**src/rtl/dac_serial_writer.sv**
```systemverilog
`timescale 1ns/1ps
module dac_serial_writer #(
  parameter int WORD_W        = 16,
  parameter int SYS_CLK_PS    = 5000,
  parameter int T_HIGH_PS     = 20000,
  parameter int T_LOW_PS      = 20000,
  parameter int T_CYCLE_PS    = 40000,
  parameter int T_DSU_PS      = 15000,
  parameter int T_SEL_SU_PS   = 15000,
  parameter int T_DESEL_SU_PS = 15000,
  parameter int T_RESEL_PS    = 35000,
  parameter int T_SEL_HOLD_PS = 20000,
  parameter int T_CLR_PS      = 20000,
  parameter int T_POWERUP_PS  = 20000000
) (
  input  logic              clk,
  input  logic              rst_n,
  input  logic              s_valid,
  output logic              s_ready,
  input  logic [WORD_W-1:0] s_data,
  input  logic              s_signed,
  input  logic              clr_req,
  output logic              sel_n,
  output logic              ser_clk,
  output logic              ser_dat,
  output logic              dac_clr_n
);

  function automatic int cyc_of(input int t_ps);
    return (t_ps + SYS_CLK_PS - 1) / SYS_CLK_PS;
  endfunction

  function automatic int imax(input int a, input int b);
    return (a > b) ? a : b;
  endfunction

  localparam int HI_C   = imax(1, cyc_of(T_HIGH_PS));
  localparam int LO_C   = imax(imax(1, cyc_of(T_LOW_PS)),
                               imax(cyc_of(T_DSU_PS), cyc_of(T_CYCLE_PS) - HI_C));
  localparam int LEAD_C = imax(1, imax(cyc_of(T_SEL_SU_PS), cyc_of(T_DSU_PS)));
  localparam int TAIL_C = imax(1, cyc_of(T_SEL_HOLD_PS) - HI_C);
  localparam int GAP_C  = imax(imax(1, cyc_of(T_RESEL_PS) - HI_C - TAIL_C),
                               imax(cyc_of(T_DESEL_SU_PS) - LEAD_C,
                                    imax(LO_C - TAIL_C - LEAD_C,
                                         cyc_of(T_CYCLE_PS) - HI_C - TAIL_C - LEAD_C)));
  localparam int CLR_C  = imax(1, cyc_of(T_CLR_PS));
  localparam int PWR_C  = imax(1, cyc_of(T_POWERUP_PS));
  localparam int TMAX   = imax(PWR_C, imax(imax(HI_C, LO_C), imax(imax(LEAD_C, TAIL_C), GAP_C)));
  localparam int TW     = $clog2(TMAX + 1);
  localparam int BW     = $clog2(WORD_W);
  localparam int CW     = $clog2(CLR_C + 1);

  if (WORD_W < 2 || SYS_CLK_PS < 1 || T_POWERUP_PS < 0) begin : g_bad_cfg
    $error("dac_serial_writer: word width or clock period out of range");
  end
  if (HI_C * SYS_CLK_PS < T_HIGH_PS || (HI_C + LO_C) * SYS_CLK_PS < T_CYCLE_PS ||
      LEAD_C * SYS_CLK_PS < T_SEL_SU_PS || (HI_C + TAIL_C) * SYS_CLK_PS < T_SEL_HOLD_PS) begin : g_bad_timing
    $error("dac_serial_writer: derived cycle counts miss a timing minimum");
  end

  typedef enum logic [2:0] {ST_PWR, ST_IDLE, ST_LEAD, ST_HIGH, ST_LOW, ST_TAIL, ST_GAP} st_t;

  st_t               st;
  logic [TW-1:0]     tmr;
  logic [BW-1:0]     bcnt;
  logic [WORD_W-1:0] sreg;
  logic [CW-1:0]     ccnt;
  logic [WORD_W-1:0] conv;

  assign conv    = {s_data[WORD_W-1] ^ s_signed, s_data[WORD_W-2:0]};
  assign s_ready = (st == ST_IDLE);
  assign ser_dat = sreg[WORD_W-1];

  always_ff @(posedge clk or negedge rst_n) begin
    if (!rst_n) begin
      st      <= ST_PWR;
      tmr     <= TW'(PWR_C - 1);
      bcnt    <= '0;
      sreg    <= '0;
      sel_n   <= 1'b1;
      ser_clk <= 1'b0;
    end else if (st != ST_IDLE && tmr != '0) begin
      tmr <= tmr - 1'b1;
    end else begin
      unique case (st)
        ST_PWR: st <= ST_IDLE;
        ST_IDLE:
          if (s_valid) begin
            sreg  <= conv;
            sel_n <= 1'b0;
            bcnt  <= BW'(WORD_W - 1);
            tmr   <= TW'(LEAD_C - 1);
            st    <= ST_LEAD;
          end
        ST_LEAD, ST_LOW: begin
          ser_clk <= 1'b1;
          tmr     <= TW'(HI_C - 1);
          st      <= ST_HIGH;
        end
        ST_HIGH: begin
          ser_clk <= 1'b0;
          if (bcnt == '0) begin
            tmr <= TW'(TAIL_C - 1);
            st  <= ST_TAIL;
          end else begin
            bcnt <= bcnt - 1'b1;
            sreg <= {sreg[WORD_W-2:0], 1'b0};
            tmr  <= TW'(LO_C - 1);
            st   <= ST_LOW;
          end
        end
        ST_TAIL: begin
          sel_n <= 1'b1;
          tmr   <= TW'(GAP_C - 1);
          st    <= ST_GAP;
        end
        ST_GAP: st <= ST_IDLE;
        default: st <= ST_PWR;
      endcase
    end
  end

  always_ff @(posedge clk or negedge rst_n) begin
    if (!rst_n) begin
      ccnt      <= '0;
      dac_clr_n <= 1'b1;
    end else if (clr_req) begin
      ccnt      <= CW'(CLR_C - 1);
      dac_clr_n <= 1'b0;
    end else if (ccnt != '0) begin
      ccnt <= ccnt - 1'b1;
    end else begin
      dac_clr_n <= 1'b1;
    end
  end

endmodule

```
**config.mk**
```make
export PLATFORM = sky130hd
export DESIGN_NAME = dac_serial_writer
export DESIGN_NICKNAME = d
export VERILOG_FILES = /design/src/rtl/dac_serial_writer.sv
export SDC_FILE = /design/constraint.sdc
export NUM_CORES = 1
export LEC_CHECK = 0
export ABC_AREA = 1
export BUFFER_PORTS_ARGS = -buffer_cell sky130_fd_sc_hd__buf_2
export CORE_ASPECT_RATIO = 0.75
export CORE_MARGIN = 5
export CORE_UTILIZATION = 63
export CTS_BUF_LIST = sky130_fd_sc_hd__clkbuf_16
export CTS_CLUSTER_DIAMETER = 60
export DETAILED_ROUTE_END_ITERATION = 7
export GPL_TIMING_DRIVEN = 0
export PLACE_DENSITY = 0.94
export SLEW_MARGIN = 5
export SYNTH_ARGS = -nofsm -noshare
export SYNTH_HDL_FRONTEND = slang
export SYNTH_SLANG_ARGS = --single-unit
```
**constraint.sdc**
```tcl
create_clock -name clk -period 4.6 [get_ports clk]
set_input_delay 0.92 -clock clk [delete_from_list [all_inputs] [get_ports clk]]
set_output_delay 0.92 -clock clk [all_outputs]
set_load 0.01 [all_outputs]
```
### Word level (Yosys, flattened, before mapping)

Cells that the tools add are included.

* latch bits: 0
* ROM bits: 0
* RAM bits: 0
* word-level logic and storage cells: 61
* flip-flop bits (word level): 41
* output and inout port bits: 5
* memories: 0

* shift operators: 0
* $lt $le $gt $ge: 0
* bitwise logic cells: 2
* eq/ne operators: 11
* div/mod/pow operators: 0
* multiplexer cells: 20
* add/sub/neg operators: 3
* multiply operators: 0
* reductions and logical operators: 17

Operators with widths (count)
* case mux 12 bit (4 select lines): 1
* 2-to-1 mux 16 bit: 2
* case mux 16 bit (2 select lines): 1
* 2-to-1 mux 12 bit: 2
* case mux 3 bit (5 select lines): 1
* nonzero test 12 bit: 1
* subtractor 12 x 1 -> 12 bit (second input constant): 1
* == test 3 bit (second input constant): 3
* 2-to-1 mux 3 bit: 3
* 2-to-1 mux 4 bit: 2
* case mux 4 bit (2 select lines): 1
* nonzero test 2 bit: 4
* == test 3 x 2 -> 1 bit (second input constant): 2
* != test 2 bit (second input constant): 3
* AND reduction 2 bit: 3
* nonzero test 5 bit: 1
* logical NOT 4 bit: 1
* 2-to-1 mux 1 bit: 4
* case mux 1 bit (2 select lines): 2
* AND reduction 4 bit: 1
* OR reduction 2 bit: 2
* subtractor 4 x 1 -> 4 bit (second input constant): 1
* == test 3 x 1 -> 1 bit (second input constant): 1
* logical NOT 3 bit: 1
* 9 further kinds: 9

### Longest topological paths before layout

Gate-level depths: netlist of the first run.

* depth in word-level cells: 4
* gate-level depth with buffers: 10
* mapped depth without buffers: 10

### Worst setup path before layout of the first run

OpenSTA, ideal clock, no wires.

* path kind: in2reg
* start: input port s_valid
* end: register bcnt[3]
* path slack: 2.921 ns
* arrival time: 1.562 ns
* stages: 5
* data required time: 4.483 ns
* path through: or2_1 -> buf_6 -> buf_4 -> nand4_1 -> nand2_1

* longest elaborated chain between the ends: 2

Ends and longest elaborated chain
* from (decl): RTL line 18 `input logic s_valid,`
* != test 2 bit (no source line)
* AND reduction 4 bit (no source line)
* to (signal assigned): RTL line 91 `bcnt <= BW'(WORD_W - 1);`
* to (signal assigned): RTL line 106 `bcnt <= bcnt - 1'b1;`
* to (decl): RTL line 65 `logic [BW-1:0] bcnt;`

Every way passes these cells.
A chain may end at the register's enable or synchronous reset.

### Worst setup path after layout of the first run

* start: register st[0]
* end: output port s_ready

* longest elaborated chain between the ends: 1

Ends and longest elaborated chain
* from (decl): RTL line 63 `st_t st;`
* from (signal assigned): RTL line 76 `st <= ST_PWR;`
* from (signal assigned): RTL line 86 `ST_PWR: st <= ST_IDLE;`
* from (signal assigned): RTL line 93 `st <= ST_LEAD;`
* == test 3 x 1 -> 1 bit: RTL line 71 `assign s_ready = (st == ST_IDLE);`
* to (decl): RTL line 19 `output logic s_ready,`

Every way passes these cells.

==> metrics, run 1 <==
status=finished, final reports clean; # fillers=254; post-CTS setup buffer count=0; maximum clock rate=0.455 GHz; CTS tree=done; Reg power frac=0.458; Detailed Route Iter0 Violations=231; Pwr Total=0.000835 W; R2R depth=9; Yosys warning count=0; cell area after synthesis=0.00244 mm²; Ports=26; initial antenna violation count=0; first-pass GRT wire length=9.20 mm; full die area=0.00522 mm²; Worst VDD drop=0.000210 V; Initial DRT Pass Iterations=5; Synth cell types=31; DR vias=2232; Final Cycle Share=0.478; worst r2r src=tmr[0]$_DFFE_PN1P_; R2R setup slack=2.86 ns; Yosys reg bits=41; Area Growth Syn to Fin=14.6%; Final min period=2.20 ns; CTS Buf Count=5; NetSw=0.000181 W; Post-DP HPWL=3.64 mm; Worst Max-Slew Pin Slew=0.882 ns; slowest cell delay on critical path=0.40 ns; Leakage=1.45 nW; Int Pwr=0.000654 W; Mean Syn Cell Area=7.43 µm²; Sw Share=0.217; setup violators final=0; share of power burned in the clock network=0.470; share of cells above drive strength 1=0.191; startpoint types=flop; WL/cell=12.7 µm; Root Buffer=clkbuf_16; Worst Hold Class=reg -> reg; leading cell types in the layout, fill and taps excluded=nand2_1, buf_2, dfrtp_1; GRT Total Usage=0.227; reg2reg end=ser_clk$_DFFE_PN0P_; vias in the first global route=2057; core box area=0.00368 mm²; clock latency at the later pin of the worst-skew pair=0.29 ns; Finished Core Util=0.758; largest net degree at the start of global routing=42; Overflow after GRT=0; most common cell after layout, fill and taps aside=nand2_1; Gate Count Post-Synth=328; CTS max path bufs=2; nets@finish=386; Die Height=63.9 µm; Core Rows=19; clock slew at reported path FFs=0.06 ns; PwrDens=299 mW/mm²; WP data required=3.68 ns; Hold Buf Count CTS=0; Port Buffer Count=25; post-synth net total=354; clock sink count=41; RSZ-0062 raised after global routing=no; Worst Setup Path Type=reg -> out; # Max-Cap Violations=0; routability cong.=0.954; DRC Markers=0; CP arrival=1.28 ns; logic gate share of total power=0.072; die width=81.8 µm; Critical Path End=s_ready; Total Negative Setup Slacks=0 ns; Diodes inserted=0; final wirelength=5.23 mm; final worst clock skew=0.00661 ns; drt via density=5.40; pins over their slew limit=0; H-Tree Depth=2; Crit. Startpoint=st[0]$_DFFE_PN0P_; CTS resizes=0; sequential fraction of the synthesis area=0.427; CP max stage cell=dfrtp_1; Max FO, Critical Path=6; crit end category=primary output; initial core utilization=0.661; relative slew slack=0.412; ANT nets after route=0; CP cell instances=inv_2 -> nor2_4 -> nand2_2 -> inv_1 -> buf_2; final hold violations=0
-- cells in the mapped netlist (all sizes together) --
cell	n	area share
or2	1	0.0026
xor2	2	0.0072
nor4	1	0.0026
a21oi	4	0.0082
o21ai	12	0.029
nand3b	1	0.0031
o211ai	1	0.0031
nor3	1	0.0021
a21o	2	0.0062
nand3	18	0.042
nor2	26	0.044
a31oi	1	0.0026
dfrtp	29	0.30
nand2	148	0.23
o21bai	1	0.0031
inv	22	0.034
ha	5	0.026
xnor2	6	0.022
nand4	20	0.051
buf	14	0.047
dfstp	12	0.13
and2	1	0.0026
-- final cells by class --
type                            instances  area (µm²)  area share
Tap cell                               52        65.1      0.0233
Inverter                               22        82.6      0.0296
Buffer                                 14         115      0.0412
Multi-Input combinational cell        251        1200       0.429
Clock inverter                          3        41.3      0.0148
Clock buffer                            5         125      0.0448
Sequential cell                        41        1040       0.373
Timing Repair Buffer                   25         125      0.0448
-- layer usage --
metal	vias to the layer above	share of wire	wire [µm]	track usage
li1	1112	-	-	-
met1	1027	0.44	2290	0.303
met2	84	0.47	2470	0.343
met3	9	0.071	369	0.0674
met4	0	0.019	99	0.0975
met5	-	0	0	0
-- worst min path at each step --
stage | start | to | slack, ns | depth (start not counted)
floorplan | sreg[0]$_DFFE_PN0P_ | sreg[0]$_DFFE_PN0P_ | 0.44 | 2
global placement | dac_clr_n$_DFFE_PN1P_ | dac_clr_n$_DFFE_PN1P_ | 0.45 | 2
detailed placement | sreg[4]$_DFFE_PN0P_ | sreg[4]$_DFFE_PN0P_ | 0.46 | 2
CTS | sel_n$_DFFE_PN1P_ | sel_n$_DFFE_PN1P_ | 0.47 | 2
global route | tmr[1]$_DFFE_PN1P_ | tmr[1]$_DFFE_PN1P_ | 0.49 | 2
finish | sel_n$_DFFE_PN1P_ | sel_n$_DFFE_PN1P_ | 0.46 | 2
-- registers in the layout (all words and copies together), names as in the netlist --
name,cells
bcnt,4
ccnt,3
dac_clr_n,1
sel_n,1
ser_clk,1
sreg,16
st,3
tmr,12
-- power groups by stage --
stage	Combinational, W	Clock [W]	Sequential [W]
final	0.0000605	0.000392	0.000382
after global routing	0.0000697	0.000415	0.000385
after CTS	0.0000620	0.000396	0.000382
after detailed placement	0.0000612	0	0.000388
after global placement	0.0000565	0	0.000388
after floorplan	0.0000339	0	0.000388
-- metrics by stage --
stage | worst slack (ns) | hold slack, ns | instance area, µm² | instances
after global routing | 2.33 | 0.486 | 2790 | 413
final | 2.40 | 0.465 | 2790 | 413
after detailed placement | 2.72 | 0.459 | 2630 | 405
after CTS | 2.40 | 0.471 | 2790 | 413
after global placement | 2.75 | 0.451 | 2630 | 405
after floorplan | 2.92 | 0.442 | 2440 | 328
-- logic make-up after synthesis --
family / count (synthesis) / share of synthesized area
AO/OA/AOI/OAI: 21 / 0.0524
XOR/XNOR: 8 / 0.0288
adder cells (fa/ha/maj): 5 / 0.0257
buffers and inverters: 36 / 0.0811
flip-flops: 41 / 0.427
AND/OR/NAND/NOR: 217 / 0.385
-- critical path: cells and delay by family, from the launching register on --
kind                   cells  cell delay [ns]
AND/OR/NAND/NOR            2             0.21
buffers and inverters      3             0.38
flip-flops                 1             0.40
Note: power is estimated with default switching activity, not from simulation.
==> run 2: changes to the inputs <==
--- a/config.mk
+++ b/config.mk
@@ -9,12 +9,12 @@
 export BUFFER_PORTS_ARGS = -buffer_cell sky130_fd_sc_hd__buf_2
 export CORE_ASPECT_RATIO = 0.75
 export CORE_MARGIN = 5
-export CORE_UTILIZATION = 63
+export CORE_UTILIZATION = 53
 export CTS_BUF_LIST = sky130_fd_sc_hd__clkbuf_16
 export CTS_CLUSTER_DIAMETER = 60
 export DETAILED_ROUTE_END_ITERATION = 7
 export GPL_TIMING_DRIVEN = 0
-export PLACE_DENSITY = 0.94
+export PLACE_DENSITY = 0.85
 export SLEW_MARGIN = 5
 export SYNTH_ARGS = -nofsm -noshare
 export SYNTH_HDL_FRONTEND = slang
==> constraint.sdc (replaced) <==
create_clock -name clk -period 2 [get_ports clk]
set_input_delay 0.4 -clock clk [delete_from_list [all_inputs] [get_ports clk]]
set_output_delay 0.4 -clock clk [all_outputs]
set_load 0.01 [all_outputs]
==> run 2 against run 1 <==
Effect of this change:
- final cell count up 1.2%
- sequential power rose by 130%
- via count fell by 3.9%
- die area is 16% higher
- clock-buffer cell count unchanged
- worst hold slack got worse by 0.22 ns
- setup slack worse by 2.1 ns
- critical path depth increased by 4
- critical endpoint is now ser_clk$_DFFE_PN0P_
==> metrics, run 2 (same netlist as run 1, synthesis figures left out) <==
Die Height=68.7 µm; R2R setup slack=0.27 ns; Detailed Route Iter0 Violations=133; Placed Instances=410; largest registers=sreg (16), tmr (12), bcnt (4); share of cells above drive strength 1=0.191; final wirelength=5.27 mm; Biggest register=sreg; leading cell types in the layout, fill and taps excluded=nand2_1, buf_2, dfrtp_1; WP data required=2.16 ns; CP cell instances=inv_1 -> ha_1 -> nand2_1 -> nor2_1 -> nand2_1 -> nand2_2 -> buf_4 -> a21oi_1 -> nor2_1; R2R depth=9; Diodes inserted=0; startpoint types=flop; final hold violations=0; CTS resizes=0; CP max stage cell=dfstp_2; reg2reg end=ser_clk$_DFFE_PN0P_; Worst Setup Path Type=reg -> reg; Ports=26; GRT Total Usage=0.196; Core Rows=21; H-Tree Depth=2; first-pass GRT wire length=9.02 mm; nets@finish=386; full die area=0.00607 mm²; status=finished, final reports clean; largest net degree at the start of global routing=42; Overflow after GRT=0; Total Negative Setup Slacks=0 ns; Initial DRT Pass Iterations=4; RSZ-0062 raised after global routing=no; Hold Buf Count CTS=0; Worst VDD drop=0.000638 V; setup ws final=0.271 ns; die width=88.3 µm; slowest cell delay on critical path=0.54 ns; Crit. Startpoint=tmr[0]$_DFFE_PN1P_; clock slew at reported path FFs=0.06 ns; CP arrival=1.89 ns; Root Buffer=clkbuf_16; ANT nets after route=0; Final min period=1.73 ns; # fillers=392; routability cong.=0.816; Final Cycle Share=0.864; Critical Path End=ser_clk$_DFFE_PN0P_; clock sink count=41; Leakage=1.46 nW; Largest register FFs=16; crit end category=flop; initial antenna violation count=0; Post-Layout Inst Area=0.00280 mm²; PwrDens=684 mW/mm²; dpl cell area=0.00263 mm²; final worst clock skew=0.00965 ns; core box area=0.00447 mm²; Area Growth Syn to Fin=14.8%; DR vias=2146; DRC Markers=0; # Max-Cap Violations=0; WL/cell=12.6 µm; relative slew slack=0.407; worst r2r src=tmr[0]$_DFFE_PN1P_; Post-Layout Cell Count=418; vias in the first global route=2005; CTS Buf Count=5; CTS tree=done; maximum clock rate=0.578 GHz; clock latency at the later pin of the worst-skew pair=0.28 ns; pre-CTS setup slack=0.296 ns; Max FO, Critical Path=10; Worst Hold Class=in -> async; Worst Max-Slew Pin Slew=0.889 ns; initial core utilization=0.545; CTS max path bufs=2; post-CTS setup buffer count=0; pins over their slew limit=0; Port Buffer Count=25; most common cell after layout, fill and taps aside=nand2_1; Post-DP HPWL=3.80 mm; drt via density=5.13; setup violators final=0
==> run 2: final cells by class <==
| cell class | count | area [µm²] | share of cell area |
|---|---|---|---|
| repair buffers | 25 | 125 | 0.0447 |
| clock inverters | 3 | 38.8 | 0.0139 |
| well taps | 57 | 71.3 | 0.0255 |
| plain buffers | 14 | 115 | 0.0412 |
| flip-flops and latches | 41 | 1040 | 0.372 |
| inverters | 22 | 82.6 | 0.0295 |
| clock buffers | 5 | 125 | 0.0447 |
| multi-input cells | 251 | 1200 | 0.428 |
==> run 2: worst min path at each step <==
| stage | start | to | slack (ns) | cells past startpoint |
|---|---|---|---|---|
| floorplan | rst_n | bcnt[0]$_DFFE_PN0P_ | 0.10 | 0 |
| global placement | dac_clr_n$_DFFE_PN1P_ | dac_clr_n$_DFFE_PN1P_ | 0.45 | 2 |
| detailed placement | sreg[7]$_DFFE_PN0P_ | sreg[7]$_DFFE_PN0P_ | 0.46 | 2 |
| CTS | clr_req | dac_clr_n$_DFFE_PN1P_ | 0.26 | 2 |
| global route | clr_req | dac_clr_n$_DFFE_PN1P_ | 0.27 | 2 |
| finish | rst_n | sreg[14]$_DFFE_PN0P_ | 0.24 | 1 |
==> run 2: routing by layer <==
layer,vias to the layer above,global-route usage,part of all wire
met2,38,0.315,0.47
met5,-,0,0
met4,0,0.0792,0.019
met1,982,0.258,0.48
met3,11,0.0428,0.036
li1,1115,-,-
==> run 2: report_power, final <==
group / internal, W / leakage [nW] / switching [W]
combinational: 0.0000572 / 0.857 / 0.0000776
clock: 0.000582 / 0.0850 / 0.000318
sequential: 0.000863 / 0.515 / 0.0000171
total: 0.00150 / 1.46 / 0.000413
==> run 2: worst max-delay path, delay by kind of cell (launching register included) <==
family	cells	cell delay, ns
buf+inv	2	0.32
flops	1	0.54
simple gates	5	0.35
fa+ha+maj	1	0.24
compound gates	1	0.13
==> run 2: per-stage QoR <==
step	util	power (W)	hold WS [ns]
6_report	0.626	0.00191	0.243
5_1_grt	0.626	0.00200	0.267
4_1_cts	0.626	0.00193	0.258
3_5_place_dp	0.589	0.00103	0.459
3_3_place_gp	0.589	0.00102	0.450
2_1_floorplan	-	0.000971	0.104
